--- src/rtl/vtlb.sv ---
module vtlb #(
  parameter int VPN_W = 20,
  parameter int PPN_W = 20,
  parameter int IDX_W = 4,
  parameter int VIC_N = 8
) (
  input  logic             clk,
  input  logic             rst_n,
  input  logic             req_valid,
  input  logic [VPN_W-1:0] req_vpn,
  output logic             req_ready,
  input  logic             flush,
  input  logic             refill_valid,
  input  logic [VPN_W-1:0] refill_vpn,
  input  logic [PPN_W-1:0] refill_ppn,
  output logic             resp_valid,
  output logic             resp_hit,
  output logic [PPN_W-1:0] resp_ppn,
  output logic             miss_req,
  output logic [VPN_W-1:0] miss_vpn
);
  localparam int PRI_N = 1 << IDX_W;
  localparam int PTR_W = (VIC_N > 1) ? $clog2(VIC_N) : 1;

  typedef enum logic [1:0] {ST_IDLE, ST_VSRCH, ST_WAIT} st_t;
  st_t state;

  logic [VPN_W-1:0] pri_vpn [PRI_N];
  logic [PPN_W-1:0] pri_ppn [PRI_N];
  logic [PRI_N-1:0] pri_v;
  logic [VPN_W-1:0] vic_vpn [VIC_N];
  logic [PPN_W-1:0] vic_ppn [VIC_N];
  logic [VIC_N-1:0] vic_v;
  logic [PTR_W-1:0] push_ptr;
  logic [VPN_W-1:0] cur_vpn;

  logic [IDX_W-1:0] req_idx, cur_idx, ref_idx;
  logic             pri_hit;
  logic [VIC_N-1:0] vic_match;
  logic [PTR_W-1:0] vic_sel;

  assign req_idx   = req_vpn[IDX_W-1:0];
  assign cur_idx   = cur_vpn[IDX_W-1:0];
  assign ref_idx   = refill_vpn[IDX_W-1:0];
  assign pri_hit   = pri_v[req_idx] && (pri_vpn[req_idx] == req_vpn);
  assign req_ready = (state == ST_IDLE);
  assign miss_vpn  = cur_vpn;

  for (genvar k = 0; k < VIC_N; k++) begin : g_cmp
    assign vic_match[k] = vic_v[k] && (vic_vpn[k] == cur_vpn);
  end

  always_comb begin
    vic_sel = '0;
    for (int k = VIC_N - 1; k >= 0; k--)
      if (vic_match[k]) vic_sel = PTR_W'(k);
  end

  always_ff @(posedge clk) begin
    if (!rst_n) begin
      state      <= ST_IDLE;
      pri_v      <= '0;
      vic_v      <= '0;
      push_ptr   <= '0;
      cur_vpn    <= '0;
      resp_valid <= 1'b0;
      resp_hit   <= 1'b0;
      resp_ppn   <= '0;
      miss_req   <= 1'b0;
      for (int i = 0; i < PRI_N; i++) begin
        pri_vpn[i] <= '0;
        pri_ppn[i] <= '0;
      end
      for (int k = 0; k < VIC_N; k++) begin
        vic_vpn[k] <= '0;
        vic_ppn[k] <= '0;
      end
    end else begin
      resp_valid <= 1'b0;
      resp_hit   <= 1'b0;
      if (flush) begin
        pri_v    <= '0;
        vic_v    <= '0;
        push_ptr <= '0;
        miss_req <= 1'b0;
        state    <= ST_IDLE;
      end else begin
        case (state)
          ST_IDLE: if (req_valid) begin
            cur_vpn <= req_vpn;
            if (pri_hit) begin
              resp_valid <= 1'b1;
              resp_hit   <= 1'b1;
              resp_ppn   <= pri_ppn[req_idx];
            end else begin
              state <= ST_VSRCH;
            end
          end
          ST_VSRCH: begin
            if (|vic_match) begin
              resp_valid       <= 1'b1;
              resp_hit         <= 1'b1;
              resp_ppn         <= vic_ppn[vic_sel];
              pri_vpn[cur_idx] <= cur_vpn;
              pri_ppn[cur_idx] <= vic_ppn[vic_sel];
              pri_v[cur_idx]   <= 1'b1;
              vic_vpn[vic_sel] <= pri_vpn[cur_idx];
              vic_ppn[vic_sel] <= pri_ppn[cur_idx];
              vic_v[vic_sel]   <= pri_v[cur_idx];
              state            <= ST_IDLE;
            end else begin
              miss_req <= 1'b1;
              state    <= ST_WAIT;
            end
          end
          ST_WAIT: if (refill_valid) begin
            miss_req         <= 1'b0;
            resp_valid       <= 1'b1;
            resp_ppn         <= refill_ppn;
            pri_vpn[ref_idx] <= refill_vpn;
            pri_ppn[ref_idx] <= refill_ppn;
            pri_v[ref_idx]   <= 1'b1;
            if (pri_v[ref_idx]) begin
              vic_vpn[push_ptr] <= pri_vpn[ref_idx];
              vic_ppn[push_ptr] <= pri_ppn[ref_idx];
              vic_v[push_ptr]   <= 1'b1;
              push_ptr <= (push_ptr == PTR_W'(VIC_N - 1)) ? '0 : push_ptr + 1'b1;
            end
            state <= ST_IDLE;
          end
          default: state <= ST_IDLE;
        endcase
      end
    end
  end

  assert_flush_clears_R7: assert property (@(posedge clk) disable iff (!rst_n)
    flush |=> (pri_v == '0 && vic_v == '0 && !miss_req && req_ready));

  assert_victim_unique_R3: assert property (@(posedge clk) disable iff (!rst_n)
    $onehot0(vic_match));

  assert_primary_latency_R2: assert property (@(posedge clk) disable iff (!rst_n)
    (req_valid && req_ready && pri_hit && !flush) |=> (resp_valid && resp_hit));

  assert_victim_no_walk_R3: assert property (@(posedge clk) disable iff (!rst_n)
    (state == ST_VSRCH && |vic_match && !flush) |=> (resp_valid && !miss_req));

  assert_miss_held_R4: assert property (@(posedge clk) disable iff (!rst_n)
    (miss_req && !refill_valid && !flush) |=> (miss_req && !resp_valid));

  assert_busy_not_ready_R9: assert property (@(posedge clk) disable iff (!rst_n)
    miss_req |-> !req_ready);
endmodule

--- config.mk ---
export PLATFORM = sky130hd
export DESIGN_NAME = vtlb
export DESIGN_NICKNAME = d
export VERILOG_FILES = /design/src/rtl/vtlb.sv
export SDC_FILE = /design/constraint.sdc
export NUM_CORES = 2
export LEC_CHECK = 0
export CORE_MARGIN = 3
export CORE_UTILIZATION = 63
export DETAILED_ROUTE_END_ITERATION = 8
export PLACE_DENSITY = 0.8
export SLEW_MARGIN = 20
export SYNTH_ARGS = -nofsm -noshare
export SYNTH_HDL_FRONTEND = slang
export SYNTH_SLANG_ARGS = --single-unit
--- constraint.sdc ---
create_clock -name clk -period 5.4 [get_ports clk]
set_input_delay 1.08 -clock clk [delete_from_list [all_inputs] [get_ports clk]]
set_output_delay 1.08 -clock clk [all_outputs]
set_load 0.005 [all_outputs]
Word level (Yosys, flattened, before mapping) --
Memory sizes are Yosys's and may differ from the RTL's. A register that Yosys moved wholly into a read port is not among the register bits. Cells that the tools add are included.
Cells by class: reductions and logical operators 33, multiplexer cells 93, bitwise logic cells 5, equality and inequality tests 19, $add $sub $neg 1, order comparisons 9
Operator list (number):
- $mux W20 | 12
- $eq A20 B20 Y1 | 9
- $reduce_or A20 Y1 | 8
- $pmux W20 S3 | 1
- $mux W3 | 13
- $mux W1 | 36
- $mux W16 | 2
- $mux W4 | 8
- $or A16 B16 Y16 | 2
- $pmux W16 S2 | 1
- $mux W8 | 3
- $pmux W8 S2 | 1
- $lt A4 B5 Y1 const B | 3
- $reduce_and A3 Y1 | 5
- $logic_and A1 B1 Y1 | 13
- $bmux W1 S4 | 3
- $ne A2 B2 Y1 const B | 6
- $bwmux W8 | 1
- $demux W1 S4 | 2
- $ge A4 B1 Y1 const B | 2
- $lt A3 B4 Y1 const B | 2
- $mux W2 | 4
- $or A8 B8 Y8 | 1
- $reduce_or A8 Y1 | 1
- other kinds (17) | 21
Storage, ports and cells: logic and storage cells 173, memory bits (writable) 960, output and inout port bits 44, input port bits 65, memories kept 4, register bits 72
Memories:
- pri_ppn | words 16, bits a word 20, read ports 3, clocked after memory_dff 1, write ports 16, RTL line 29 | logic [PPN_W-1:0] pri_ppn [PRI_N];
- pri_vpn | words 16, bits a word 20, read ports 3, clocked after memory_dff 1, write ports 16, RTL line 28 | logic [VPN_W-1:0] pri_vpn [PRI_N];
- vic_ppn | words 8, bits a word 20, read ports 1, clocked after memory_dff 0, write ports 8, RTL line 32 | logic [PPN_W-1:0] vic_ppn [VIC_N];
- vic_vpn | words 8, bits a word 20, read ports 8, clocked after memory_dff 0, write ports 8, RTL line 31 | logic [VPN_W-1:0] vic_vpn [VIC_N];

Longest topological paths before layout --
depth after elaboration 17, mapped depth 19

Worst setup path before layout --
No wires, ideal clock.
kind input-to-reg, start point in refill_vpn[0], end point mem vic_ppn[7][0] (enable), buffers on the path 2, slack 0.470 ns, arrival time 4.532 ns, required time 5.002 ns, setup time 0.398 ns, stages 10, cells stage by stage clkbuf_1 mux4_2 mux4_2 nand3_1 nor2_1 or3_1 o21ai_0 nand2_1 clkbuf_1 nand2_1
RTL lines:
- start: declaration | RTL line 14 | input logic [VPN_W-1:0] refill_vpn,
- end: declaration | RTL line 32

==> flow_metrics.py <==
metrics = {
    "status": {
        "status": "completed",
    },
    "cts": {
        "clockRootBuffer": "clkbuf_16",
        "cts_buffers": 105,
        "postCtsSetupRepairBufs": 0,
        "clock-sinks": 1036,
        "post_cts_resized": 0,
        "htreeDepth": 3,
        "cts_hold_buf": 0,
        "clockBufferDepth": 3,
        "cts_tree": "done",
        "path_clk_slew_ns": 0.06,
        "insertion_delay_ns": 0.70,
    },
    "global_routing": {
        "antenna_found_initial": 7,
        "grt_max_degree": 85,
        "grt_pass1_wl_mm": 274.9,
        "grt_usage_pct": 40.54,
        "first_global_vias": 41003,
        "grt_overflow_total": 0,
    },
    "floorplan": {
        "start_util_pct": 63.81,
        "num_rows": 109,
        "core-area_sq_mm": 0.08878,
        "die_h_microns": 305.9,
        "io_pins": 109,
        "die_w_microns": 305.9,
        "dieArea_sq_mm": 0.09356,
    },
    "synth": {
        "yosysTopAreaCell": "edfxtp_1",
        "netlist_area_sq_mm": 0.05665,
        "synth_area_leaders": "edfxtp_1, mux4_2, nor2_1, dfxtp_1, mux2i_1",
        "synth_cell_types": 79,
        "syn_avg_cell_area_sq_um": 13.77,
        "synth-edff-count": 960,
        "synth-async-reset-ratio_pct": 0,
        "ys_seq_area_share_pct": 53.57,
        "ys.flop_type": "edfxtp_1",
        "syn_inst": 4113,
        "ys_warn_count": 0,
        "ys_seq_elements": 1036,
        "synth_top_area_share_pct": 50.89,
    },
    "cells_and_area": {
        "finish.instance_area_sq_mm": 0.06326,
        "drive_above_1_share_pct": 25.12,
        "finalCoreUtilization_pct": 71.26,
        "area_growth_pct": 11.67,
        "fillers": 5522,
        "nets": 4283,
    },
    "setup_path": {
        "arrival_ns": 5.39,
        "start_kind": "flip-flop",
        "path_depth": 12,
        "crit_required_ns": 5.80,
        "reg2reg_slack_ns": 0.41,
        "cp-end-kind": "flip-flop",
        "worstPathCellList": "xnor2_1, nand4_1, nor4_1, o211ai_1, a2111oi_0, or2_2, buf_12, mux2i_1, a22oi_1, a31oi_1, buf_4, nor2_1",
        "max_stage_delay_ns": 0.92,
        "worstPathMaxFanout": 32,
        "slowest_stage": "dfxtp_1",
        "reg2regPathDepth": 12,
        "crit_family": "compound AO/OA/AOI/OAI gates",
        "cp_num_buf_inv": 2,
        "crit_type": "flip-flop to flip-flop",
    },
    "timing": {
        "finClkSkew_ns": 0.02336,
        "setup_tns_ns": 0,
        "hold_viol": 0,
        "setup_slack_ns": 0.4085,
        "finalCritPeriodShare_pct": 92.44,
        "grt_setup_unrepaired": "false",
        "worst_pin_slew_ns": 1.021,
        "final_max_slew_viol_count": 0,
        "min_period_ns": 4.992,
        "fmaxAchievable_ghz": 0.2003,
        "slew_headroom_pct": 31.36,
        "setup_viol": 0,
    },
    "placed_design": {
        "portBuffers": 108,
        "post-place-ws_ns": 0.09007,
        "placed_area_sq_mm": 0.05983,
        "dp_hpwl_mm": 113.0,
        "gp_congestion": 0.9777,
    },
    "pwr": {
        "cellPowerDensity_mw_per_mm2": 299.6,
        "ir_worst_vdd_uv": 271.5,
        "p_leak_nw": 21.11,
    },
    "detailed_routing": {
        "drt_iter0_markers": 7594,
        "drc": 0,
        "ant_nets": 0,
        "dr_total_vias": 41567,
        "avgRoutedWirePerCell_microns": 34.68,
        "drt_wl_total_mm": 189.6,
        "vias_per_cell": 7.605,
        "firstDrtPassIters": 8,
    },
    "hold_path": {
        "whs_path_depth": 2,
        "hold_path_class": "flip-flop to flip-flop",
    },
    "run": {
        "cap_viol_max_count": 0,
    },
}
[registers in the layout (all words and copies together) (netlist names), named ones only]
register    flops
vic_vpn       160
pri_vpn       320
pri_v          16
miss_req        1
pri_ppn       320
push_ptr        3
resp_hit        1
vic_v           8
state           2
miss_vpn       20
resp_ppn       20
vic_ppn       160
resp_valid      1
[stage by stage]
step,total power [mW],cells,hold WS [ns]
after global routing,19.35,5464,0.5625
after CTS,18.84,5464,0.5386
after floorplan,10.74,4144,0.4634
after detailed placement,11.60,5270,0.5255
final,18.95,5466,0.5447
after global placement,11.54,5270,0.5023
[layer usage]
| metal | share of wire, % | routed length (microns) | GRT usage (%) | vias to the layer above |
|---|---|---|---|---|
| met1 | 31 | 59060 | 52.46 | 20179 |
| met5 | 0.032 | 60 | 0 | - |
| met4 | 7.0 | 13360 | 22.57 | 8 |
| li1 | - | - | - | 15976 |
| met2 | 45 | 85090 | 61.03 | 4373 |
| met3 | 17 | 31990 | 13.82 | 1031 |
[path summary, 6_finish.rpt]
check / from / to
worst min register to register: pri_v[4] / pri_v[4]
worst min-delay path: pri_v[4] / pri_v[4]
worst max register to register: miss_vpn[9] / pri_ppn[9][5]
worst max-delay path: miss_vpn[9] / pri_ppn[9][5]
[power by group]
part | internal [mW] | switching, mW
logic | 0.975 | 1.27
clock network | 4.23 | 3.17
registers | 9.05 | 0.264
total | 14.2 | 4.71
[synthesized netlist by cell type (all sizes together), types with 25 or more instances]
cell type / number
nand2: 195
mux2i: 146
nand4: 57
xnor2: 137
nand3: 43
dfxtp: 76
inv: 48
clkbuf: 223
nor2: 970
a211oi: 35
mux4: 579
a21oi: 74
xor2: 42
buf: 147
o21ai: 30
or2: 25
nor2b: 28
edfxtp: 960
[area by class of cell]
type	count	area [sq um]	area share [%]
antenna	2	5.005	0.007911
tap	1165	1458	2.304
clock buffer	136	2878	4.549
clock inverter	58	550.5	0.8702
multi-input combinational	2690	24780	39.17
timing repair buffer	331	3053	4.826
inverter	48	180.2	0.2848
sequential	1036	30360	47.99
[cells by family after synthesis]
logic type	share of synthesized area (%)
other cells	0.006619
mux	25.60
simple gates	10.98
flops	53.57
fa+ha+maj	0.1325
xor+xnor	2.767
compound gates	3.763
buf+inv	3.183
[placed cells by master, fill, tap and decap left out, drive strengths merged, types with 30 or more instances in the layout]
| cell | netlist | final |
|---|---|---|
| conb | 1 | 32 |
| edfxtp | 960 | 960 |
| clkbuf | 223 | 137 |
| nand2 | 195 | 195 |
| nor2 | 970 | 970 |
| clkdlybuf4s50 | 0 | 99 |
| dfxtp | 76 | 76 |
| mux2i | 146 | 146 |
| o21ai | 30 | 30 |
| a21oi | 74 | 74 |
| a211oi | 35 | 35 |
| buf | 147 | 231 |
| xnor2 | 137 | 137 |
| nand4 | 57 | 57 |
| mux4 | 579 | 579 |
| inv | 48 | 52 |
| nand3 | 43 | 43 |
| clkinv | 0 | 41 |
| xor2 | 42 | 42 |
[worst register-to-register path, stage by stage (launching register included)]
cell       delay (ns)
dfxtp_1          0.92
xnor2_1          0.23
nand4_1          0.11
nor4_1           0.69
o211ai_1         0.35
a2111oi_0        0.63
or2_2            0.31
buf_12           0.24
mux2i_1          0.28
a22oi_1          0.17
a31oi_1          0.33
buf_4            0.32
nor2_1           0.10
(Power assumes the default switching activity.)
